<file path="src/rtl/nanp_pkg.sv">
package nanp_pkg;

  typedef enum logic [1:0] {
    OPC_ARITH = 2'b00,
    OPC_BITOP = 2'b01,
    OPC_CVTI  = 2'b10,
    OPC_RSVD  = 2'b11
  } opc_e;

  // Number of sources examined, listed in priority order (f4, f2, f3).
  localparam int NSRC = 3;

endpackage

</file>
<file path="src/rtl/nanp_classify.sv">
module nanp_classify #(
  parameter int EXP_W = 17,
  parameter int SIG_W = 64
) (
  input  logic [EXP_W-1:0] exp_f,
  input  logic [SIG_W-2:0] frac_f,
  output logic             is_nan,
  output logic             is_snan,
  output logic             is_inf
);
  localparam int QBIT = SIG_W - 2;

  logic exp_top;
  logic frac_any;

  assign exp_top  = &exp_f;
  assign frac_any = |frac_f;

  assign is_nan  = exp_top & frac_any;
  assign is_inf  = exp_top & ~frac_any;
  assign is_snan = is_nan & ~frac_f[QBIT];

  always_comb begin
    assert_inf_excl_nan_R1: assert (!(is_inf && is_nan));
  end
endmodule

</file>
<file path="src/rtl/nanp_pick.sv">
module nanp_pick
  import nanp_pkg::*;
#(
  parameter int EXP_W = 17,
  parameter int SIG_W = 64,
  localparam int W = 1 + EXP_W + SIG_W
) (
  input  logic [W-1:0] ops   [NSRC],
  input  logic         nan_v [NSRC],
  input  logic         snan_v[NSRC],
  output logic [W-1:0] quiet_res,
  output logic         any_nan,
  output logic         any_snan
);
  localparam int QBIT = SIG_W - 2;

  logic [W-1:0] chosen;

  always_comb begin
    chosen   = '0;
    any_nan  = 1'b0;
    any_snan = 1'b0;
    for (int i = NSRC - 1; i >= 0; i--) begin
      if (nan_v[i]) begin
        chosen  = ops[i];
        any_nan = 1'b1;
      end
      any_snan = any_snan | snan_v[i];
    end
  end

  always_comb begin
    quiet_res       = chosen;
    quiet_res[QBIT] = 1'b1;
  end

  always_comb begin
    assert_snan_means_nan_R4: assert (!any_snan || any_nan);
  end
endmodule

</file>
<file path="src/rtl/nanp_cvt.sv">
module nanp_cvt #(
  parameter int EXP_W = 17,
  parameter int SIG_W = 64,
  localparam int W = 1 + EXP_W + SIG_W
) (
  input  logic         src_nan,
  input  logic         src_inf,
  input  logic         trap_en,
  output logic         cv_invalid,
  output logic         cv_res_valid,
  output logic [W-1:0] cv_result
);
  localparam int            BIAS     = (1 << (EXP_W - 1)) - 1;
  localparam logic [EXP_W-1:0] IND_EXP = EXP_W'(BIAS + SIG_W - 1);
  localparam logic [W-1:0]  IND_VAL  = {1'b0, IND_EXP, 1'b1, {(SIG_W-1){1'b0}}};

  logic bad_src;

  assign bad_src      = src_nan | src_inf;
  assign cv_invalid   = bad_src;
  assign cv_res_valid = bad_src & ~trap_en;
  assign cv_result    = cv_res_valid ? IND_VAL : '0;
endmodule

</file>
<file path="src/rtl/nan_prop_sel.sv">
module nan_prop_sel
  import nanp_pkg::*;
#(
  parameter int EXP_W = 17,
  parameter int SIG_W = 64,
  localparam int W = 1 + EXP_W + SIG_W
) (
  input  logic         clk,
  input  logic         rst_n,
  input  logic         in_valid,
  output logic         in_ready,
  input  logic [1:0]   op_class,
  input  logic         cvt_unsigned,
  input  logic         inv_trap_en,
  input  logic [W-1:0] src_f2,
  input  logic [W-1:0] src_f3,
  input  logic [W-1:0] src_f4,
  output logic         out_valid,
  input  logic         out_ready,
  output logic [W-1:0] out_result,
  output logic         out_res_valid,
  output logic         out_invalid
);
  localparam int EXP_LO = SIG_W;
  localparam int EXP_HI = SIG_W + EXP_W - 1;
  localparam int QBIT   = SIG_W - 2;
  localparam logic [W-1:0] IND_VAL =
    {1'b0, EXP_W'((1 << (EXP_W - 1)) - 1 + SIG_W - 1), 1'b1, {(SIG_W-1){1'b0}}};

  opc_e opc;
  assign opc = opc_e'(op_class);

  // Sources in priority order: index 0 = f4, 1 = f2, 2 = f3.
  logic [W-1:0] ops    [NSRC];
  logic         nan_v  [NSRC];
  logic         snan_v [NSRC];
  logic         inf_v  [NSRC];

  assign ops[0] = src_f4;
  assign ops[1] = src_f2;
  assign ops[2] = src_f3;

  for (genvar g = 0; g < NSRC; g++) begin : g_cls
    nanp_classify #(.EXP_W(EXP_W), .SIG_W(SIG_W)) u_cls (
      .exp_f  (ops[g][EXP_HI:EXP_LO]),
      .frac_f (ops[g][SIG_W-2:0]),
      .is_nan (nan_v[g]),
      .is_snan(snan_v[g]),
      .is_inf (inf_v[g])
    );
  end

  logic [W-1:0] quiet_res;
  logic         any_nan;
  logic         any_snan;

  nanp_pick #(.EXP_W(EXP_W), .SIG_W(SIG_W)) u_pick (
    .ops      (ops),
    .nan_v    (nan_v),
    .snan_v   (snan_v),
    .quiet_res(quiet_res),
    .any_nan  (any_nan),
    .any_snan (any_snan)
  );

  logic         cv_invalid;
  logic         cv_res_valid;
  logic [W-1:0] cv_result;

  nanp_cvt #(.EXP_W(EXP_W), .SIG_W(SIG_W)) u_cvt (
    .src_nan     (nan_v[1]),
    .src_inf     (inf_v[1]),
    .trap_en     (inv_trap_en),
    .cv_invalid  (cv_invalid),
    .cv_res_valid(cv_res_valid),
    .cv_result   (cv_result)
  );

  logic [W-1:0] nx_result;
  logic         nx_res_valid;
  logic         nx_invalid;

  always_comb begin
    nx_result    = '0;
    nx_res_valid = 1'b0;
    nx_invalid   = 1'b0;
    unique case (opc)
      OPC_ARITH: begin
        nx_result    = any_nan ? quiet_res : '0;
        nx_res_valid = any_nan;
        nx_invalid   = any_snan;
      end
      OPC_CVTI: begin
        nx_result    = cv_result;
        nx_res_valid = cv_res_valid;
        nx_invalid   = cv_invalid;
      end
      default: ;
    endcase
  end

  logic take;
  assign in_ready = ~out_valid | out_ready;
  assign take     = in_valid & in_ready;

  always_ff @(posedge clk) begin
    if (!rst_n) begin
      out_valid     <= 1'b0;
      out_result    <= '0;
      out_res_valid <= 1'b0;
      out_invalid   <= 1'b0;
    end else if (take) begin
      out_valid     <= 1'b1;
      out_result    <= nx_result;
      out_res_valid <= nx_res_valid;
      out_invalid   <= nx_invalid;
    end else if (out_ready) begin
      out_valid <= 1'b0;
    end
  end

  assert_hold_R9: assert property (@(posedge clk) disable iff (!rst_n)
    out_valid && !out_ready |=> out_valid && $stable(out_result)
      && $stable(out_invalid) && $stable(out_res_valid));

  assert_drain_R9: assert property (@(posedge clk) disable iff (!rst_n)
    !in_valid && out_ready |=> !out_valid);

  assert_quiet_out_R2: assert property (@(posedge clk) disable iff (!rst_n)
    out_valid && out_res_valid && (&out_result[EXP_HI:EXP_LO]) |-> out_result[QBIT]);

  assert_bitop_silent_R5: assert property (@(posedge clk) disable iff (!rst_n)
    in_valid && in_ready && op_class[0] |=> !out_invalid && !out_res_valid);

  assert_cvt_unsigned_R7: assert property (@(posedge clk) disable iff (!rst_n)
    in_valid && in_ready && op_class == 2'b10 && cvt_unsigned && !inv_trap_en
      && (&src_f2[EXP_HI:EXP_LO])
    |=> out_res_valid && out_invalid && out_result == IND_VAL);

  assert_trap_no_result_R8: assert property (@(posedge clk) disable iff (!rst_n)
    in_valid && in_ready && op_class == 2'b10 && inv_trap_en |=> !out_res_valid);
endmodule

</file>
<file path="config.mk">
export PLATFORM = sky130hd
export DESIGN_NAME = nan_prop_sel
export DESIGN_NICKNAME = d
export VERILOG_FILES = /design/src/rtl/nanp_pkg.sv /design/src/rtl/nanp_classify.sv /design/src/rtl/nanp_pick.sv /design/src/rtl/nanp_cvt.sv /design/src/rtl/nan_prop_sel.sv
export SDC_FILE = /design/constraint.sdc
export NUM_CORES = 1
export LEC_CHECK = 0
export BUFFER_PORTS_ARGS = -buffer_cell sky130_fd_sc_hd__buf_2
export CELL_PAD_IN_SITES_DETAIL_PLACEMENT = 1
export CELL_PAD_IN_SITES_GLOBAL_PLACEMENT = 2
export CORE_MARGIN = 2
export CORE_UTILIZATION = 23
export DETAILED_ROUTE_END_ITERATION = 6
export GPL_ROUTABILITY_DRIVEN = 0
export PLACE_DENSITY_LB_ADDON = 0.2
export SLEW_MARGIN = 20
export SYNTH_ARGS = -nofsm -noshare
export SYNTH_HDL_FRONTEND = slang
export SYNTH_SLANG_ARGS = --single-unit
</file>
<file path="constraint.sdc">
create_clock -name clk -period 3.2 [get_ports clk]
set_clock_uncertainty 0.2 [all_clocks]
set_input_delay 0.32 -clock clk [delete_from_list [all_inputs] [get_ports clk]]
set_output_delay 0.32 -clock clk [all_outputs]
set_load 0.05 [all_outputs]
</file>
==> results.md <==
- Hold Crit Class: primary input to flop
- CP Data Required Time: 3.27 ns
- DIE AREA: 26200 µm²
- GRT Total Usage: 0.236
- Post-synth ARST share: 0
- CTS Buffer Depth: 2
- Fin area: 8280 µm²
- Synth area leader: dfxtp_1
- CP Data Arrival Time: 2.88 ns
- Fin util: 0.340
- DRC viols: 0
- First drt pass iteration count: 5
- Max-slew headroom: 0.540
- Initial antenna violation count: 8
- CTS resizes: 0
- CTS tree: built
- Postcts setup bufs: 0
- Fillers: 3115
- Dominant cells by area after synthesis: dfxtp_1 (30%), a32o_1 (11%), a21boi_0 (8.1%)
- Most frequent cells in the layout: buf_2 (338), nand2_1 (85), dfxtp_1 (85), a21oi_1 (83)
- Pwr dens: 302 nW/µm²
- Most used DFF post-synth: dfxtp_1
- Number of global-route vias before repair: 7673
- I/O Pins: 340
- First-pass GRT wire length: 47800 µm
- Cells after Synth: 760
- Worst Setup End Kind: flop
- Worst-margin pin slew: 0.683 ns
- Crit-path cells: buf_2, nor4_1, buf_4, nand4_1, or4_4, a2111oi_2, o32ai_1, a221oi_2
- Via count: 7697
- # H-tree levels: 3
- Synth Area in Simple Gates: 0.217
- Share of cells above drive strength 1: 0.387
- Num CTS Buffers: 9
- Commonest non-fill, non-tap cell in the layout: buf_2
- Post-Syn Area: 5740 µm²
- Xor and xnor area share after synthesis: 0
- Max Slew Vio Count: 0
- Area used by multi-input combinational logic: 3730 µm²
- Register area: 1700 µm²
- Max-cap violations: 0
- Synth Area in Compound Gates: 0.426
- Root buffer cell: clkbuf_16
- Period minus WS final: 2.81 ns
- Final Cycle Share: 0.880
- Final setup violating endpoints: 0
- Routed wire length: 32100 µm
- Routed Antenna Nets: 0
- Dpl cell area: 8000 µm²
- Avg Inst Size Synth: 7.55 µm²
- CP Class: primary input to flop
- Detailed router's first-iteration violation count: 441
- Setup crit start kind: primary input
- Reg clk slew, reported paths: 0.07 ns
- Status: finished clean
- Largest net degree at the start of global routing: 67
- CTS Hold Bufs: 0
- Clk_lat worst skew: 0.34 ns
- WL/cell: 22.8 µm
- I/O Buffers: 338
- Synth top area share: 0.297
- Post-synth EDFFs: 0
- Hold Vio Cnt, Final: 0
- RSZ-0062 raised after global routing: false
- HPWL after detailed placement: 23800 µm
- Main combinational cell family by area after synthesis: compound AO/OA/AOI/OAI gates
- Peak VDD IR: 188 µV
- Layout Cells excl Fill: 1409
- FF+latch count, synth: 85
- Max Clk Rate: 355 MHz
- LEAKAGE: 0.00334 µW
- Vias per cell: 5.46
- Dpl cells: 1388
- Crit-path max FO: 7
- Chip Width: 162 µm
- Count of different cell masters after synthesis: 35
- Clk sink count: 85
- Initial Util: 0.235
- CP max-delay cell: or4_4
- Nets: 1329
- Die Span Y: 162 µm
- Post-synthesis sequential area ratio: 0.297
- Core area: 24400 µm²
- Area growth syn-to-layout: 44.4%
- Post-Synth Adder-Cell Area: 0
- Largest stage delay, worst path: 0.70 ns
- GRT overflow: 0
- Syn_nets: 1014
- Total Negative Setup Slacks: 0 ns
- Mux share of post-synthesis cell area: 0
- Ys Warns: 0
- Row cnt: 57
==> metrics by stage <==
step | total power (µW) | hold slack [ns] | setup WS (ns)
2_1_floorplan | 1230 | 0.249 | 0.280
3_3_place_gp | 1500 | 0.240 | 0.0426
3_5_place_dp | 1500 | 0.247 | 0.0346
4_1_cts | 2550 | 0.0277 | 0.391
5_1_grt | 2620 | 0.0414 | 0.247
6_report | 2500 | 0.0445 | 0.385
==> worst paths after layout <==
path                  start        endpoint  slack [ns]  cells after the start
max              src_f2[39]  out_result[63]        0.39                      8
min                in_valid       out_valid        0.04                      3
max reg2reg       out_valid  out_result[51]        0.90                      7
min reg2reg  out_result[75]  out_result[75]        0.25                      2
==> sequential cells by signal (all words and copies together) (netlist names) <==
name           cells
out_valid          1
out_result        82
out_invalid        1
out_res_valid      1
==> worst max-delay path: cells and delay by family <==
kind            cells  cell delay [ns]
buf+inv             2             0.31
compound gates      3             0.77
simple gates        3             1.47
==> synthesized netlist by cell type (2+ instances only) <==
master / instances
buf_1: 6
buf_4: 6
a211oi_1: 58
a211oi_2: 4
o32ai_1: 2
a32o_1: 64
nor2_1: 8
a2111oi_2: 2
a21oi_1: 83
a21boi_0: 62
nand4_1: 23
nor3_1: 6
clkbuf_1: 63
dfxtp_1: 85
o21ai_0: 64
nand2_1: 86
nand3_1: 65
nor4_1: 47
buf_2: 3
and3_1: 4
o31ai_1: 2
inv_1: 4
==> per-layer routing <==
| layer | vias to the layer above | routed length, µm | GRT usage | share of wire |
|---|---|---|---|---|
| li1 | 3653 | - | - | - |
| met1 | 3741 | 14600 | 0.323 | 0.46 |
| met2 | 263 | 15100 | 0.385 | 0.47 |
| met3 | 36 | 1830 | 0.0465 | 0.057 |
| met4 | 4 | 514 | 0.0519 | 0.016 |
| met5 | - | 25 | 0 | 0.00078 |
==> power by group <==
part / switching [µW] / total, µW / leakage [µW] / internal, µW
combinational: 229 / 416 / 0.00252 / 188
clock: 492 / 1020 / 0.000136 / 530
sequential: 0.750 / 1060 / 0.000685 / 1060
==> cells by family after synthesis <==
group	Yosys count
buffers and inverters	83
DFF	85
and+or+nand+nor	246
AOI/OAI and AO/OA	346
==> area by class of cell <==
type	instances	area share
multi-input cells	592	0.450
diodes	5	0.00151
clock buffers	9	0.0272
well taps	324	0.0490
flip-flops and latches	85	0.205
inverters	4	0.00196
repair buffers	383	0.259
clock inverters	7	0.00589
(Power assumes the default switching activity.)
